### src/rtl/pt_xlate_pkg.sv
package pt_xlate_pkg;
  typedef enum logic [1:0] {
    ST_IDLE  = 2'd0,
    ST_FETCH = 2'd1,
    ST_WAIT  = 2'd2,
    ST_RESP  = 2'd3
  } xl_state_e;
endpackage

### src/rtl/pt_base_reg.sv
module pt_base_reg #(
  parameter int AW = 32
) (
  input  logic          clk_i,
  input  logic          rst_ni,
  input  logic          we_i,
  input  logic [AW-1:0] d_i,
  input  logic          idle_i,
  output logic [AW-1:0] q_o
);
  always_ff @(posedge clk_i or negedge rst_ni) begin
    if (!rst_ni)             q_o <= '0;
    else if (we_i && idle_i) q_o <= d_i;
  end
endmodule

### src/rtl/pt_addr_gen.sv
module pt_addr_gen #(
  parameter int VPN_W     = 20,
  parameter int AW        = 32,
  parameter int PTE_BYTES = 4
) (
  input  logic [VPN_W-1:0] vpn_i,
  input  logic [AW-1:0]    base_i,
  output logic [AW-1:0]    addr_o
);
  localparam int SHIFT = $clog2(PTE_BYTES);

  // entries packed back to back, PTE_BYTES a power of two
  assign addr_o = base_i + (AW'(vpn_i) << SHIFT);
endmodule

### src/rtl/pt_ctrl.sv
module pt_ctrl
  import pt_xlate_pkg::*;
#(
  parameter int VA_W      = 32,
  parameter int PA_W      = 24,
  parameter int PAGE_BITS = 12
) (
  input  logic                   clk_i,
  input  logic                   rst_ni,
  input  logic                   req_valid_i,
  output logic                   req_ready_o,
  input  logic [VA_W-1:0]        req_va_i,
  output logic                   resp_valid_o,
  output logic                   resp_pa_valid_o,
  output logic                   resp_fault_o,
  output logic [PA_W-1:0]        resp_pa_o,
  output logic                   mem_req_valid_o,
  input  logic                   mem_req_ready_i,
  input  logic                   mem_rdata_valid_i,
  input  logic [PA_W-PAGE_BITS:0] mem_rdata_i,
  output logic [VA_W-PAGE_BITS-1:0] vpn_o
);
  localparam int PPN_W = PA_W - PAGE_BITS;
  localparam int PTE_W = PPN_W + 1;

  xl_state_e        state_q;
  logic [VA_W-1:0]  va_q;
  logic             pte_v_q;
  logic [PPN_W-1:0] ppn_q;

  always_ff @(posedge clk_i or negedge rst_ni) begin
    if (!rst_ni) begin
      state_q <= ST_IDLE;
      va_q    <= '0;
      pte_v_q <= 1'b0;
      ppn_q   <= '0;
    end else begin
      case (state_q)
        ST_IDLE: if (req_valid_i) begin
          va_q    <= req_va_i;
          state_q <= ST_FETCH;
        end
        ST_FETCH: if (mem_req_ready_i) state_q <= ST_WAIT;
        ST_WAIT: if (mem_rdata_valid_i) begin
          pte_v_q <= mem_rdata_i[PTE_W-1];
          ppn_q   <= mem_rdata_i[PPN_W-1:0];
          state_q <= ST_RESP;
        end
        default: state_q <= ST_IDLE;
      endcase
    end
  end

  assign req_ready_o     = (state_q == ST_IDLE);
  assign mem_req_valid_o = (state_q == ST_FETCH);
  assign resp_valid_o    = (state_q == ST_RESP);
  assign resp_pa_valid_o = resp_valid_o && pte_v_q;
  assign resp_fault_o    = resp_valid_o && !pte_v_q;
  assign resp_pa_o       = resp_pa_valid_o ? {ppn_q, va_q[PAGE_BITS-1:0]} : '0;
  assign vpn_o           = va_q[VA_W-1:PAGE_BITS];
endmodule

### src/rtl/pt_xlate.sv
module pt_xlate #(
  parameter int VA_W      = 32,
  parameter int PA_W      = 24,
  parameter int PAGE_BITS = 12,
  parameter int MEM_AW    = 32,
  parameter int PTE_BYTES = 4,
  localparam int PPN_W    = PA_W - PAGE_BITS,
  localparam int VPN_W    = VA_W - PAGE_BITS,
  localparam int PTE_W    = PPN_W + 1
) (
  input  logic              clk_i,
  input  logic              rst_ni,
  input  logic              base_we_i,
  input  logic [MEM_AW-1:0] base_d_i,
  input  logic              req_valid_i,
  output logic              req_ready_o,
  input  logic [VA_W-1:0]   req_va_i,
  output logic              resp_valid_o,
  output logic              resp_pa_valid_o,
  output logic              resp_fault_o,
  output logic [PA_W-1:0]   resp_pa_o,
  output logic              mem_req_valid_o,
  input  logic              mem_req_ready_i,
  output logic [MEM_AW-1:0] mem_req_addr_o,
  input  logic              mem_rdata_valid_i,
  input  logic [PTE_W-1:0]  mem_rdata_i
);
  logic [MEM_AW-1:0] base_q;
  logic [VPN_W-1:0]  vpn;

  pt_base_reg #(.AW(MEM_AW)) u_base (
    .clk_i  (clk_i),
    .rst_ni (rst_ni),
    .we_i   (base_we_i),
    .d_i    (base_d_i),
    .idle_i (req_ready_o),
    .q_o    (base_q)
  );

  pt_ctrl #(.VA_W(VA_W), .PA_W(PA_W), .PAGE_BITS(PAGE_BITS)) u_ctrl (
    .clk_i             (clk_i),
    .rst_ni            (rst_ni),
    .req_valid_i       (req_valid_i),
    .req_ready_o       (req_ready_o),
    .req_va_i          (req_va_i),
    .resp_valid_o      (resp_valid_o),
    .resp_pa_valid_o   (resp_pa_valid_o),
    .resp_fault_o      (resp_fault_o),
    .resp_pa_o         (resp_pa_o),
    .mem_req_valid_o   (mem_req_valid_o),
    .mem_req_ready_i   (mem_req_ready_i),
    .mem_rdata_valid_i (mem_rdata_valid_i),
    .mem_rdata_i       (mem_rdata_i),
    .vpn_o             (vpn)
  );

  pt_addr_gen #(.VPN_W(VPN_W), .AW(MEM_AW), .PTE_BYTES(PTE_BYTES)) u_addr (
    .vpn_i  (vpn),
    .base_i (base_q),
    .addr_o (mem_req_addr_o)
  );
endmodule

### config.mk
export PLATFORM = sky130hd
export DESIGN_NAME = pt_xlate
export DESIGN_NICKNAME = d
export VERILOG_FILES = /design/src/rtl/pt_xlate_pkg.sv /design/src/rtl/pt_base_reg.sv /design/src/rtl/pt_addr_gen.sv /design/src/rtl/pt_ctrl.sv /design/src/rtl/pt_xlate.sv
export SDC_FILE = /design/constraint.sdc
export NUM_CORES = 1
export LEC_CHECK = 0
export ABC_CLOCK_PERIOD_IN_PS = 4050
export BUFFER_PORTS_ARGS = -buffer_cell sky130_fd_sc_hd__buf_4
export CORE_ASPECT_RATIO = 0.7
export CORE_MARGIN = 2
export CORE_UTILIZATION = 55
export CTS_BUF_LIST = sky130_fd_sc_hd__clkbuf_16
export DETAILED_ROUTE_END_ITERATION = 10
export PLACE_DENSITY = 0.87
export SYNTH_ARGS = -nofsm -noshare
export SYNTH_HDL_FRONTEND = slang
export SYNTH_SLANG_ARGS = --single-unit
### constraint.sdc
create_clock -name clk_i -period 4.05 [get_ports clk_i]
set_input_delay 0.6075 -clock clk_i [delete_from_list [all_inputs] [get_ports clk_i]]
set_output_delay 0.6075 -clock clk_i [all_outputs]
set_load 0.03 [all_outputs]
### Word-level counts from Yosys, hierarchy flattened

Index checks and enable logic that the tools add are counted.

* bits in registers: 79
* output and inout bits: 61
* word-level logic and storage cells: 25

* add/sub/neg operators: 1
* eq/ne operators: 6
* mux-type cells: 5
* reduce and logical (&&, ||, !) cells: 8

Operators with widths (number)
* 32-bit by 22-bit adder with 32-bit output: 1
* 24-bit 2-to-1 mux: 1
* 2-bit 2-to-1 mux: 3
* 2-bit one-hot mux with 3 select lines: 1
* 2-bit equality test (second input constant): 2
* 2-bit != test (second input constant): 2
* 2-bit AND reduction: 2
* 1-bit logical AND: 3
* 3-bit AND reduction: 1
* 2-bit by 1-bit equality test with 1-bit output (second input constant): 1
* 2-bit zero test: 1
* 2-bit by 1-bit != test with 1-bit output (second input constant): 1
* 1-bit zero test: 1

### Longest topological paths before layout

Gate-level depths: netlist of run 1.

* depth in word-level cells: 3
* gate-level depth with buffers: 10

### Hierarchy

From an unflattened synthesis of run 1, not the netlist that was laid out.

* cells, all modules: 400
* area, all modules: 4747.1 µm²

By module, submodules not included
* pt_ctrl: instances 1, cells an instance 161, area an instance 2145.8 µm²
* pt_base_reg: instances 1, cells an instance 68, area an instance 1345.0 µm²
* pt_addr_gen: instances 1, cells an instance 171, area an instance 1256.2 µm²

### Least setup slack after synthesis of run 1

Ideal clock, no wire load.

* kind: flip-flop to output port
* start point: reg u_base.q_o[2]
* end point: out mem_req_addr_o[20]
* arrival time: 2630 ps
* data required time: 3442 ps
* slack: 812 ps
* stages on the path, launching flop included: 11
* buffers on the path: 0
* cell sequence: dfrtp_1 > ha_1 > inv_1 > fa_1 > and2b_1 > o21ai_1 > a21oi_1 > o21ai_2 > a21oi_1 > nor4_1 > a311oi_1

* word-level cells in the longest chain between the ends: 1

RTL lines
* start, declared: RTL line pt_base_reg.sv:9 `output logic [AW-1:0] q_o`
* start signal, assigned: RTL line pt_base_reg.sv:13 `else if (we_i && idle_i) q_o <= d_i;`
* 32-bit by 22-bit adder with 32-bit output: RTL line pt_addr_gen.sv:13 `assign addr_o = base_i + (AW'(vpn_i) << SHIFT);`
* end, declared: RTL line pt_xlate.sv:24 `output logic [MEM_AW-1:0] mem_req_addr_o,`

Every way passes these cells.

### Worst setup path in the final report of run 1

Ends and elaborated chain as after synthesis.

==> results.sh, run 1 <==
export IMPL_finalClockSkew_ps=6.09
export IMPL_slew_viol_final=0
export IMPL_drt_iter0_drc=140
export IMPL_rsz0062_at_grt="false"
export IMPL_clock_sinks=79
export IMPL_worstSkewPairLatency_ps=340
export IMPL_synth_cell_types=44
export IMPL_cts_root_buf="clkbuf_16"
export IMPL_critPathBufInv=2
export IMPL_drv_cap=0
export IMPL_worst_slew_pin_slew_ps=995
export IMPL_fmax_ghz=0.281
export IMPL_slowest_stage="fa_1"
export IMPL_post_cts_buffers=0
export IMPL_cts_made_buffers=9
export IMPL_drc_errors=0
export IMPL_antenna_cells=0
export IMPL_syn_to_final_growth_pct=33.9
export IMPL_cts_hold_buf=0
export IMPL_port_buffers=143
export IMPL_grt_overflow_total=0
export IMPL_tns_ps=0
export IMPL_path_delay_family="compound AO/OA/AOI/OAI gates"
export IMPL_num_rows=27
export IMPL_crit_type="reg -> out"
export IMPL_ys_warn_count=0
export IMPL_num_vias=3464
export IMPL_dpl_hpwl_microns=7630
export IMPL_wl_per_cell_microns=17.4
export IMPL_io_pins=144
export IMPL_initial_core_util_pct=55.9
export IMPL_first_pass_iters=4
export IMPL_ys_seq_area_share_pct=45.5
export IMPL_post_cts_resized=0
export IMPL_clkTransAtPathRegs_ps=60
export IMPL_start_kind="flop"
export IMPL_final_nets=625
export IMPL_die_x_microns=110
export IMPL_synthCells=375
export IMPL_netlist_area_sq_um=4350
export IMPL_finalHoldViolations=0
export IMPL_setup_slack_ps=492
export IMPL_endpoint_kind="output pin"
export IMPL_cts_tree="yes"
export IMPL_avgViaCountPerCell=5.56
export IMPL_grt_pass1_wl_microns=17200
export IMPL_cts_buffer_depth=2
export IMPL_critical_path_arrival_ps=2950
export IMPL_cp_common_cell="a21oi_1"
export IMPL_dieArea_sq_um=8640
export IMPL_track_usage_pct=26.1
export IMPL_antenna_found_initial=0
export IMPL_fp_coreArea_sq_um=7770
export IMPL_crit_chain="ha_1, inv_1, fa_1, and2b_1, o21ai_1, a21oi_1, o21ai_2, a21oi_1, nor4_1, a311oi_1, buf_4"
export IMPL_die_h_microns=78.4
export IMPL_routed_wl_microns=10900
export IMPL_cpPeakStageDelay_ps=390
export IMPL_finalSetupViolCount=0
export IMPL_status="complete, no violations"
export IMPL_slew_headroom_pct=33.7
export IMPL_route_antenna_remaining_nets=0
export IMPL_htreeDepth=3
export IMPL_pre_cts_slack_ps=907
export IMPL_syn_area_per_cell_sq_um=11.6
export IMPL_min_period_ps=3560
export IMPL_required_ps=3440
export IMPL_finalCritPeriodShare_pct=87.9
export IMPL_syn_nets=483
export IMPL_grt_max_degree=80
export IMPL_grt_pass1_vias=3574
export IMPL_gp_congestion=0.897
export IMPL_min_path_type="in -> async"
export IMPL_final_layout_size_suffix_gt1_share_pct=46.7
export IMPL_path_max_fanout=4
export IMPL_ys_seq_elements=79
kinds of logic (layout without fill, tap and decap cells):
group                      count (synthesis)  after routing  synth area share [%]
AOI/OAI and AO/OA                         62             62                  9.82
xor gates and xnor gates                  26             26                  5.24
adders and majority gates                 25             25                  7.37
buffers and inverters                     27            174                  2.53
DFF                                       79             79                  45.5
muxes                                     78             78                  20.2
and+or+nand+nor                           78             78                  9.38
worst register-to-register path: stages (launching register included):
cell	delay (ps)
dfrtp_1	380
inv_1	90
ha_1	260
nand2_1	610
buf_4	410
mux2_2	390
worst paths after layout:
path                                                     from                          end  slack (ps)  depth (start not counted)
worst min register to register     u_ctrl.va_q[2]$_DFFE_PN0P_   u_ctrl.va_q[2]$_DFFE_PN0P_         500                          1
max in group asynchronous                              rst_ni    u_base.q_o[9]$_DFFE_PN0P_        2970                          1
worst min-delay path                                   rst_ni   u_base.q_o[17]$_DFFE_PN0P_         430                          1
min in group clk_i                                base_d_i[7]    u_base.q_o[7]$_DFFE_PN0P_         500                          2
worst max register to register  u_ctrl.state_q[0]$_DFFE_PN0P_  u_ctrl.va_q[14]$_DFFE_PN0P_        1810                          5
worst max-delay path                u_base.q_o[2]$_DFFE_PN0P_           mem_req_addr_o[20]         490                         11
sequential cells by signal, summed over array words and instances, names as in the netlist:
name	flops
u_base.q_o	32
u_ctrl.va_q	32
u_ctrl.ppn_q	12
u_ctrl.state_q	2
u_ctrl.pte_v_q	1
routing by layer:
| layer | up-vias | share of wire (%) | GRT usage [%] |
|---|---|---|---|
| met5 | - | 0 | 0 |
| met4 | 0 | 0.96 | 7.50 |
| met3 | 10 | 8.3 | 8.97 |
| met2 | 128 | 48 | 42.8 |
| met1 | 1693 | 42 | 32.6 |
| li1 | 1633 | - | - |
synthesized netlist by cell type:
cell type   n  share of area (%)
dfrtp_1    79                 45
mux2_2     77                 20
and3_1     27                3.9
ha_1       24                6.9
nand2_1    22                1.9
xnor2_1    16                3.2
a21oi_1    14                1.6
inv_1      13                1.1
a21o_1     11                1.9
xor2_1     10                2.0
nor2_1      9               0.78
o211ai_1    8                1.4
o21ai_0     8               0.92
buf_1       7               0.60
nand3_1     5               0.58
a21oi_2     4               0.81
a31oi_1     4               0.58
clkbuf_1    4               0.35
nor3_1      3               0.35
and2b_1     2               0.35
buf_4       2               0.35
nand2b_1    2               0.29
nor2b_1     2               0.29
o21a_1      2               0.35
a211oi_1    1               0.17
a222oi_1    1               0.23
a311oi_1    1               0.20
a31o_4      1               0.40
a32oi_1     1               0.20
and2_1      1               0.14
buf_2       1               0.12
fa_1        1               0.46
mux2i_1     1               0.23
nand3_2     1               0.23
nand4_1     1               0.14
nor3b_1     1               0.17
nor4_1      1               0.14
o211a_1     1               0.23
o21ai_1     1               0.12
o21ai_2     1               0.20
o21bai_1    1               0.17
o22ai_1     1               0.14
o311ai_1    1               0.20
or3_1       1               0.14
cell usage in the layout (no fill, tap or decap), types with 2 or more instances in the layout:
master      instances
nand3_1             5
inv_1              13
o211ai_1            8
buf_4             145
mux2_2             77
bufinv_16           2
nor2_1              9
and2b_1             2
xor2_1             10
nor2b_1             2
o21a_1              2
nand2b_1            2
nand2_1            22
ha_1               24
nor3_1              3
xnor2_1            16
a21oi_2             4
clkinvlp_4          2
clkbuf_16           9
dfrtp_1            79
a31oi_1             4
a21oi_1            14
o21ai_0             8
a21o_1             11
and3_1             27
cell type report:
class / instances / area, sq um
Clock buffer: 9 / 225
Inverter: 13 / 48.8
Timing Repair Buffer: 145 / 1090
Multi-Input combinational cell: 269 / 2260
Fill cell: 548 / 1950
Sequential cell: 79 / 1980
Clock inverter: 7 / 96.3
Tap cell: 101 / 126
through the flow:
stage / instance area [sq um] / util (%) / hold WS (ps) / std cells
3_3_place_gp: 5500 / 70.8 / 480 / 607
5_1_grt: 5820 / 74.9 / 489 / 623
6_report: 5820 / 74.9 / 430 / 623
4_1_cts: 5820 / 74.9 / 474 / 623
3_5_place_dp: 5500 / 70.8 / 490 / 607
2_1_floorplan: 4350 / - / 312 / 375
Power of run 1 is left out: the tool's default activity adds up to more than one toggle a clock period on the data nets, which glitch-free logic cannot reach.
==> run 2, diff against run 1 <==
--- a/config.mk
+++ b/config.mk
@@ -5,14 +5,14 @@
 export SDC_FILE = /design/constraint.sdc
 export NUM_CORES = 1
 export LEC_CHECK = 0
-export ABC_CLOCK_PERIOD_IN_PS = 4050
+export ABC_CLOCK_PERIOD_IN_PS = 3600
 export BUFFER_PORTS_ARGS = -buffer_cell sky130_fd_sc_hd__buf_4
 export CORE_ASPECT_RATIO = 0.7
 export CORE_MARGIN = 2
-export CORE_UTILIZATION = 55
+export CORE_UTILIZATION = 51
 export CTS_BUF_LIST = sky130_fd_sc_hd__clkbuf_16
 export DETAILED_ROUTE_END_ITERATION = 10
-export PLACE_DENSITY = 0.87
+export PLACE_DENSITY = 0.82
 export SYNTH_ARGS = -nofsm -noshare
 export SYNTH_HDL_FRONTEND = slang
 export SYNTH_SLANG_ARGS = --single-unit
==> constraint.sdc (replaced) <==
create_clock -name clk_i -period 3.6 [get_ports clk_i]
set_input_delay 0.54 -clock clk_i [delete_from_list [all_inputs] [get_ports clk_i]]
set_output_delay 0.54 -clock clk_i [all_outputs]
set_load 0.03 [all_outputs]
==> run 2 against run 1 <==
First-iteration DRC count shrank 0.71%. Design area is essentially flat. Hold slack got worse by 55 ps. Setup slack worse by 290 ps. Non-clock buffer count unchanged. Critical path depth unchanged. Global-route usage decreased by 2.6 points. Sequential share of layout area about the same. Count of clock-buffer cells in the layout stayed put. Cell count up 0.64%.
==> results.sh, run 2 (synthesis results as in run 1) <==
export IMPL_status="complete, no violations"
export IMPL_critical_path_arrival_ps=2860
export IMPL_worst_slew_pin_slew_ps=990
export IMPL_most_common_layout_cells="buf_4 (145), dfrtp_1 (79), mux2_2 (77)"
export IMPL_final_layout_size_suffix_gt1_share_pct=46.9
export IMPL_finalCritPeriodShare_pct=94.4
export IMPL_wl_per_cell_microns=17.2
export IMPL_rrSetupSlack_ps=1390
export IMPL_start_kind="flop"
export IMPL_grt_pass1_vias=3492
export IMPL_met1_length_microns=4740
export IMPL_cts_made_buffers=9
export IMPL_cts_buffer_depth=2
export IMPL_rsz0062_at_grt="false"
export IMPL_dpl_hpwl_microns=8040
export IMPL_slew_headroom_pct=34.0
export IMPL_io_pins=144
export IMPL_tns_ps=0
export IMPL_setup_slack_ps=202
export IMPL_slew_viol_final=0
export IMPL_drc_errors=0
export IMPL_path_delay_family="compound AO/OA/AOI/OAI gates"
export IMPL_finalClockSkew_ps=5.09
export IMPL_first_pass_iters=5
export IMPL_cp_num_cells=11
export IMPL_track_usage_pct=23.5
export IMPL_dr_max_layer_used="met4"
export IMPL_slowest_stage="fa_1"
export IMPL_grt_pass1_wl_microns=16900
export IMPL_die_h_microns=81.2
export IMPL_dr_wl_met3_microns=890
export IMPL_fp_coreArea_sq_um=8370
export IMPL_critPathBufInv=2
export IMPL_largest_registers="u_base.q_o: 32 flops, u_ctrl.va_q: 32 flops, u_ctrl.ppn_q: 12 flops"
export IMPL_clock_sinks=79
export IMPL_port_buffers=143
export IMPL_required_ps=3060
export IMPL_crit_type="reg -> out"
export IMPL_htreeDepth=3
export IMPL_fmax_ghz=0.294
export IMPL_final_nets=625
export IMPL_reg2regPathDepth=5
export IMPL_finalSetupViolCount=0
export IMPL_grt_overflow_total=0
export IMPL_clkTransAtPathRegs_ps=60
export IMPL_min_path_type="in -> async"
export IMPL_route_antenna_remaining_nets=0
export IMPL_num_rows=28
export IMPL_path_max_fanout=4
export IMPL_initial_core_util_pct=51.9
export IMPL_die_x_microns=114
export IMPL_endpoint_kind="output pin"
export IMPL_cts_root_buf="clkbuf_16"
export IMPL_cts_hold_buf=0
export IMPL_num_vias=3485
export IMPL_antenna_found_initial=0
export IMPL_wl_met2_microns=5040
export IMPL_min_period_ps=3400
export IMPL_drt_iter0_drc=139
export IMPL_syn_to_final_growth_pct=34.0
export IMPL_cts_tree="yes"
export IMPL_antenna_cells=0
export IMPL_finalHoldViolations=0
export IMPL_pre_cts_slack_ps=510
export IMPL_routed_wl_microns=10800
export IMPL_worstSkewPairLatency_ps=340
export IMPL_cpPeakStageDelay_ps=390
export IMPL_grt_max_degree=80
export IMPL_drv_cap=0
export IMPL_gp_congestion=0.929
export IMPL_avgViaCountPerCell=5.56
export IMPL_layout_commonest_cell="buf_4"
export IMPL_crit_chain="ha_1, inv_1, fa_1, and2b_1, o21ai_1, a21oi_1, o21ai_2, a21oi_2, nor4_1, a311oi_1, buf_4"
export IMPL_dieArea_sq_um=9290
## run 2: cell counts in the layout (fill, tap and decap cells not counted)
No cell type changed its count.
## run 2: path summary, 6_finish.rpt
check	start	end
max	u_base.q_o[2]$_DFFE_PN0P_	mem_req_addr_o[20]
min	rst_ni	u_base.q_o[16]$_DFFE_PN0P_
max reg2reg	u_ctrl.state_q[0]$_DFFE_PN0P_	u_ctrl.va_q[6]$_DFFE_PN0P_
min reg2reg	u_ctrl.va_q[10]$_DFFE_PN0P_	u_ctrl.va_q[10]$_DFFE_PN0P_
max in group asynchronous	rst_ni	u_ctrl.ppn_q[1]$_DFFE_PN0P_
min in group clk_i	req_va_i[1]	u_ctrl.va_q[1]$_DFFE_PN0P_
## run 2: final cells by class
type | count | area [sq um]
fill | 615 | 2550
sequential | 79 | 1980
inverter | 13 | 48.8
clock inverter | 7 | 88.8
clock buffer | 9 | 225
multi-input combinational | 269 | 2260
timing repair buffer | 145 | 1090
tap | 105 | 131
## run 2: what timing repair did
| action | 4_1_cts | 5_1_grt |
|---|---|---|
| buffers inserted | 0 | 0 |
| gates resized for setup | 0 | 1 |
| endpoints found under the setup margin | 0 | 1 |
## run 2: routing by layer
metal	GRT usage [%]	up-vias
met2	37.3	138
met4	6.22	0
met3	8.81	16
met5	0	-
li1	-	1631
met1	30.6	1700
## run 2: per-stage QoR
step                hold WS (ps)  std cells  utilization [%]  cell area (sq um)
global route                 424        627             69.5               5820
global placement             480        611             65.8               5510
CTS                          416        627             69.5               5820
finish                       376        627             69.5               5820
detailed placement           488        611             65.8               5510
floorplan                    244        375                -               4350
Power of run 2 is left out for the same reason.
